[src/rtl/chan_mux_ctrl.sv]
module chan_mux_ctrl #(
  parameter logic [3:0] ADDR_PREFIX = 4'b1110
) (
  input  logic       clk,
  input  logic       rst,
  input  logic       scl_i,
  input  logic       sda_i,
  input  logic [2:0] strap_i,
  input  logic [1:0] irq_i,
  output logic [1:0] ch_en_o,
  output logic       sda_pull_o
);

  typedef enum logic [2:0] {
    S_IDLE, S_ADDR, S_AACK, S_WDAT, S_WACK, S_RDAT, S_RACK, S_SKIP
  } st_t;

  logic [1:0] scl_sy, sda_sy;
  logic       scl_d, sda_d;
  logic       scl_q, sda_q;
  logic       start_det, stop_det, scl_rise, scl_fall;

  st_t        state;
  logic [2:0] cnt;
  logic       done;
  logic [7:0] sh;
  logic [6:0] tx;
  logic       rw;
  logic       nack;
  logic [3:0] ctrl_q;
  logic [1:0] sel_q;
  logic       pull;
  logic [7:0] rbyte;
  logic       skipping;

  function automatic logic [1:0] chan_of(input logic [2:0] c);
    if (c[2] && !c[1]) return c[0] ? 2'b10 : 2'b01;
    return 2'b00;
  endfunction

  always_ff @(posedge clk) begin
    if (rst) begin
      scl_sy <= 2'b11;
      sda_sy <= 2'b11;
      scl_d  <= 1'b1;
      sda_d  <= 1'b1;
    end else begin
      scl_sy <= {scl_sy[0], scl_i};
      sda_sy <= {sda_sy[0], sda_i};
      scl_d  <= scl_sy[1];
      sda_d  <= sda_sy[1];
    end
  end

  assign scl_q     = scl_sy[1];
  assign sda_q     = sda_sy[1];
  assign start_det = scl_q & scl_d & sda_d & ~sda_q;
  assign stop_det  = scl_q & scl_d & ~sda_d & sda_q;
  assign scl_rise  = scl_q & ~scl_d;
  assign scl_fall  = ~scl_q & scl_d;

  assign rbyte      = {2'b00, irq_i, ctrl_q};
  assign ch_en_o    = sel_q;
  assign sda_pull_o = pull;
  assign skipping   = (state == S_SKIP);

  always_ff @(posedge clk) begin
    if (rst) begin
      state  <= S_IDLE;
      cnt    <= 3'd0;
      done   <= 1'b0;
      sh     <= 8'd0;
      tx     <= 7'd0;
      rw     <= 1'b0;
      nack   <= 1'b0;
      ctrl_q <= 4'd0;
      sel_q  <= 2'b00;
      pull   <= 1'b0;
    end else if (start_det) begin
      state <= S_ADDR;
      cnt   <= 3'd0;
      done  <= 1'b0;
      pull  <= 1'b0;
    end else if (stop_det) begin
      state <= S_IDLE;
      cnt   <= 3'd0;
      done  <= 1'b0;
      pull  <= 1'b0;
      sel_q <= chan_of(ctrl_q[2:0]);
    end else begin
      case (state)
        S_ADDR, S_WDAT: begin
          if (scl_rise) begin
            sh  <= {sh[6:0], sda_q};
            cnt <= cnt + 3'd1;
            if (cnt == 3'd7) done <= 1'b1;
          end else if (scl_fall && done) begin
            done <= 1'b0;
            if (state == S_ADDR) begin
              if (sh[7:1] == {ADDR_PREFIX, strap_i}) begin
                pull  <= 1'b1;
                rw    <= sh[0];
                state <= S_AACK;
              end else begin
                state <= S_SKIP;
              end
            end else begin
              ctrl_q <= sh[3:0];
              pull   <= 1'b1;
              state  <= S_WACK;
            end
          end
        end
        S_AACK: begin
          if (scl_fall) begin
            if (rw) begin
              tx    <= rbyte[6:0];
              pull  <= ~rbyte[7];
              state <= S_RDAT;
            end else begin
              pull  <= 1'b0;
              state <= S_WDAT;
            end
          end
        end
        S_WACK: begin
          if (scl_fall) begin
            pull  <= 1'b0;
            state <= S_WDAT;
          end
        end
        S_RDAT: begin
          if (scl_rise) begin
            cnt <= cnt + 3'd1;
            if (cnt == 3'd7) done <= 1'b1;
          end else if (scl_fall) begin
            if (done) begin
              done  <= 1'b0;
              pull  <= 1'b0;
              state <= S_RACK;
            end else begin
              pull <= ~tx[6];
              tx   <= {tx[5:0], 1'b0};
            end
          end
        end
        S_RACK: begin
          if (scl_rise) begin
            nack <= sda_q;
          end else if (scl_fall) begin
            if (nack) begin
              state <= S_SKIP;
            end else begin
              tx    <= rbyte[6:0];
              pull  <= ~rbyte[7];
              state <= S_RDAT;
            end
          end
        end
        default: ;
      endcase
    end
  end

endmodule

[config.mk]
export PLATFORM = sky130hd
export DESIGN_NAME = chan_mux_ctrl
export DESIGN_NICKNAME = d
export VERILOG_FILES = /design/src/rtl/chan_mux_ctrl.sv
export SDC_FILE = /design/constraint.sdc
export NUM_CORES = 1
export LEC_CHECK = 0
export BUFFER_PORTS_ARGS = -buffer_cell sky130_fd_sc_hd__buf_2
export CAP_MARGIN = 20
export CORE_MARGIN = 3
export CORE_UTILIZATION = 41
export CTS_CLUSTER_DIAMETER = 50
export DETAILED_ROUTE_END_ITERATION = 10
export PLACE_DENSITY = 0.67
export SYNTH_ARGS = -nofsm -noshare
export SYNTH_HDL_FRONTEND = slang
export SYNTH_SLANG_ARGS = --single-unit
[constraint.sdc]
create_clock -name clk -period 1.7 [get_ports clk]
set_input_delay 0.085 -clock clk [delete_from_list [all_inputs] [get_ports clk]]
set_output_delay 0.085 -clock clk [all_outputs]
set_load 0.05 [all_outputs]
-- After elaboration in Yosys (flattened, before gate mapping)
Index checks and enable logic that the tools add are counted.
Widths: inputs -> output; s select.
- reductions and logical operators: 21
- bitwise gates (word level): 16
- add/sub/neg operators: 1
- multiplexer cells: 51
- equal/unequal tests: 32
- operators by type and width (operator ; number):
    $mux 7 ; 8
    $mux 3 ; 12
    $ne 4x4->1 const B ; 9
    $ne 2x2->1 const B ; 12
    $mux 1 ; 23
    $reduce_and 11->1 ; 2
    $pmux 7 s3 ; 1
    $reduce_and 10->1 ; 2
    $pmux 3 s5 ; 1
    $eq 3x3->1 const B ; 4
    $ne 3x3->1 const B ; 3
    $not 1->1 ; 9
    $mux 2 ; 4
    $reduce_and 4->1 ; 2
    $and 1x1->1 ; 7
    $eq 7x7->1 ; 1
    $reduce_and 7->1 ; 1
    $reduce_bool 7->1 ; 1
    $eq 3x2->1 const B ; 2
    $reduce_and 6->1 ; 1
    $reduce_or 3->1 ; 2
    $pmux 1 s5 ; 1
    $reduce_bool 5->1 ; 1
    $reduce_and 2->1 ; 2
    9 further kinds ; 10
- output and inout bits: 3
- bits in registers: 37
- input port bits: 9
- word-level logic and storage cells: 136

-- Logic depth before layout (Yosys ltp)
- depth after elaboration: 8
- depth in mapped cells: 8
- depth with buffers taken out: 7

-- Worst setup path before layout
No wires, ideal clock.
- path type: register -> register
- start: reg scl_d
- end: reg pull, in the netlist sda_pull_o
- arrival time: 1659 ps
- clock period less this slack: 1729 ps
- path buffers: 1
- data required time: 1630 ps
- library setup time: 70 ps
- cell stages (with the launch flop): 9
- setup slack: -29 ps
- path through: dfxtp_1 -> inv_1 -> ha_1 -> buf_2 -> o21ai_1 -> o21ai_0 -> a221o_1 -> or3_1 -> a21oi_1
- longest elaborated chain between the ends: 4
- elaborated cells on any way between the ends: 19
- those cells by class: eq/ne: 8; bitwise: 8; reduce/logical: 3
- RTL lines (element ; line ; text):
    start: declaration ; 19 ; logic scl_d, sda_d;
    start signal: assignment ; 50 ; scl_d <= scl_sy[1];
    $and 1x1->1, or another cell as far along ; 60 ; assign scl_fall = ~scl_q & scl_d;
    $logic_and 1x1->1, or another cell as far along ; 97 ; end else if (scl_fall && done) begin
    $ne 2x2->1 (no line), or another cell as far along ; - ;
    $reduce_and 11->1 (no line) or $reduce_or 3->1 (tied branches) ; - ;
    end signal: assignment ; 118 ; pull <= ~rbyte[7];
    end signal: assignment ; 142 ; pull <= ~tx[6];
    end signal: assignment ; 155 ; pull <= ~rbyte[7];
    end: declaration ; 32 ; logic pull;
Several ways; a longest one is shown, not always the timed one.
A chain may end at the register's enable or synchronous reset.

-- Worst setup path after layout
Ends and elaborated chain as after synthesis.

==> results.sh <==
export IMPL_status="finished clean"
export IMPL_switching_share_pct=22.5
export IMPL_p_sw_uw=401
export IMPL_pwr_share_comb_pct=8.0
export IMPL_clockBufferDepth=2
export IMPL_nets=248
export IMPL_finalCriticalPeriod_ns=1.70
export IMPL_synthAdderAreaFrac_pct=3.34
export IMPL_slew_limit_headroom_pct=67.8
export IMPL_peakVddDrop_uv=584
export IMPL_synth_compound_area_share_pct=13.4
export IMPL_p_per_area_mw_per_mm2=773
export IMPL_worstSetupPathType="reg2reg"
export IMPL_syn_area_sq_mm=0.00187
export IMPL_setup_violations=0
export IMPL_pre_cts_slack_ns=-0.0596
export IMPL_rows=23
export IMPL_synthArstFlopShare_pct=0
export IMPL_ant_nets=0
export IMPL_ys_flop_type="dfxtp_1"
export IMPL_synth_simple_gate_area_share_pct=21.8
export IMPL_gr_usage_met2_pct=24.2
export IMPL_p_leak_uw=0.00107
export IMPL_grt_use_met1_pct=19.8
export IMPL_tns_ns=0
export IMPL_synth_distinct_cells=46
export IMPL_worst_pin_slew_ns=0.483
export IMPL_area_delta_synth_final_pct=23.1
export IMPL_yosys_warnings=0
export IMPL_period_share_pct=99.8
export IMPL_antenna_cells=0
export IMPL_antenna_found_initial=0
export IMPL_clock_sinks=37
export IMPL_die_y_um=73.6
export IMPL_grt_pass1_vias=1434
export IMPL_netlist_instances=200
export IMPL_path_max_fanout=3
export IMPL_numCtsBuffers=5
export IMPL_drc=0
export IMPL_stdcell_count=285
export IMPL_synth_edf_count=0
export IMPL_drtIter0Drc=50
export IMPL_cts_tree="done"
export IMPL_avgViaCountPerCell=5.28
export IMPL_drive_gt1_share_pct=30.6
export IMPL_cp_required_ns=1.91
export IMPL_ys_ff_latch=37
export IMPL_cp_end_kind="flip-flop"
export IMPL_power_internal_uw=1380
export IMPL_worstPathArrival_ns=1.91
export IMPL_yosys_mux_area_fraction_pct=12.8
export IMPL_finalHoldViolCount=0
export IMPL_path_clk_slew_ns=0.07
export IMPL_cp_start_kind="flip-flop"
export IMPL_drt_pass1_iterations=4
export IMPL_clockPowerShare_pct=42.3
export IMPL_finalInstanceArea_sq_mm=0.00231
export IMPL_overflow=0
export IMPL_worstHoldPathType="in2reg"
export IMPL_dieArea_sq_mm=0.00542
export IMPL_timing_fmax_mhz=589
export IMPL_vias=1506
export IMPL_maxSlewViolCount=0
export IMPL_start_util_pct=44.6
export IMPL_synth_xor_area_share_pct=2.34
export IMPL_die_w_um=73.6
export IMPL_synth_area_per_cell_sq_um=9.37
export IMPL_grt_pass1_wl_mm=6.38
export IMPL_ys_seq_area_share_pct=39.5
export IMPL_wl_mm=3.95
export IMPL_hpwlAfterDp_mm=2.69
export IMPL_max_cap_viol_count=0
export IMPL_grt_max_degree=30
export IMPL_dpl_instance_area_sq_mm=0.00207
export IMPL_use_met3_pct=3.97
export IMPL_dp_cells=272
export IMPL_seqPwrFrac_pct=49.7
export IMPL_wl_per_cell_um=13.9
export IMPL_routabilityCongestion=0.828
export IMPL_top_usage_layer="met2"
export IMPL_setup_ws_ns=0.00310
export IMPL_syn_num_nets=214
export IMPL_port_buffers=11
export IMPL_htree_levels=2
export IMPL_track_usage_pct=15.1
export IMPL_fin_skew_ns=0.00342
export IMPL_core_sq_mm=0.00420
export IMPL_clk_latency_ns=0.28
export IMPL_rsz0062_at_grt="yes"
export IMPL_io_pins=12
export IMPL_synth_top_family_by_area="simple AND/OR/NAND/NOR gates"
export IMPL_cts_root_buffer="clkbuf_8"
export IMPL_num_fill_cells=399
-- layer usage --
layer  routed length, um  vias to the layer above  share of wire [%]
met5                   0                        -                  0
met4                  66                        0                1.7
met3                 165                        8                4.2
met2                1840                       23                 47
met1                1880                      702                 47
li1                    -                      773                  -
-- cells in the mapped netlist (2+ instances only) --
master	instances	area share, %
a21oi_1	5	1.3
nand2b_4	2	1.5
inv_1	6	1.2
o31ai_1	5	2.0
a31oi_1	2	0.67
or2_2	5	1.7
nand3_1	2	0.53
dfxtp_1	37	40
buf_6	6	3.6
a211oi_1	7	2.8
ha_1	5	3.3
nand2_1	9	1.8
nor2b_1	3	1.0
nor2_1	35	7.0
nand3b_1	2	0.80
a21o_1	2	0.80
clkbuf_1	3	0.60
buf_4	2	0.80
mux2i_1	24	13
xor2_1	5	2.3
nor3_1	3	0.80
o21ai_0	6	1.6
-- flip-flops by register name (all words and copies together), names as in the netlist, 2 cells and up --
| register | count |
|---|---|
| sh | 8 |
| state | 3 |
| ctrl_q | 4 |
| ch_en_o | 2 |
| tx | 7 |
| scl_sy | 2 |
| sda_sy | 2 |
| cnt | 3 |
-- path summary, 6_finish.rpt --
kind                              from  slack [ns]                 endpoint  cells past startpoint
setup / recovery      scl_d$_SDFF_PP1_       0.003  sda_pull_o$_SDFFE_PP0P_                      7
hold / removal                irq_i[0]        0.15       tx[4]$_SDFFE_PP0P_                      3
setup reg to reg      scl_d$_SDFF_PP1_       0.003  sda_pull_o$_SDFFE_PP0P_                      7
hold reg to reg   sda_sy[0]$_SDFF_PP1_        0.42     sda_sy[1]$_SDFF_PP1_                      1
-- timing repair --
item                                   CTS  global route
gates cloned                             0             1
endpoints found under the hold margin    2             0
setup endpoints to repair               16            15
gates resized for setup                 10            13
pin swaps                                1             8
buffers inserted                         0             2
hold buffers                             2             0
-- through the flow --
stage          hold WS, ns  util (%)  power [uW]
2_1_floorplan        0.189         -         987
5_1_grt              0.162      54.9        1850
3_5_place_dp         0.269      49.2        1030
4_1_cts              0.150      52.8        1790
6_report             0.153      54.9        1780
3_3_place_gp         0.270      49.2        1030
-- worst max-delay path, stage by stage (launching register included) --
cell and delay (ns):
dfxtp_4 0.38, buf_12 0.10, ha_4 0.13, nand2_2 0.06
a21o_1 0.16, a221o_1 0.33, or3_1 0.32, a21oi_1 0.15
-- power groups by stage --
stage               Clock [uW]  Sequential, uW  Combinational [uW]
floorplan                    0             902                85.5
global placement             0             908                 120
detailed placement           0             908                 121
CTS                        775             888                 128
global route               804             888                 156
finish                     754             887                 142
-- final cells by class --
class / instances / area [sq um] / share of cell area (%)
Timing Repair Buffer: 39 / 290 / 12.6
Clock buffer: 6 / 72.6 / 3.15
Sequential cell: 37 / 752 / 32.6
Multi-Input combinational cell: 145 / 1070 / 46.3
Inverter: 6 / 22.5 / 0.977
Clock inverter: 2 / 38.8 / 1.68
Tap cell: 50 / 62.6 / 2.71
-- cell usage in the layout (no fill, tap or decap), drive strengths merged, types with 3 or more instances in the layout --
cell and count:
a211oi 8, xor2 5, o21ai 7, clkbuf 6, nand2 10, inv 6
o31ai 5, mux2i 24, dfxtp 37, nor3 3, nand3b 3, buf 37
nor2b 3, a21oi 5, ha 5, nor2 35, or2 5, nand2b 3
-- logic make-up after synthesis --
| group | after synthesis |
|---|---|
| buffers and inverters | 19 |
| flip-flops | 37 |
| AO/OA/AOI/OAI | 35 |
| AND/OR/NAND/NOR | 75 |
| multiplexers | 24 |
| adder cells (fa/ha/maj) | 5 |
| XOR/XNOR | 5 |
No activity file was read; power rests on OpenSTA's default activity.
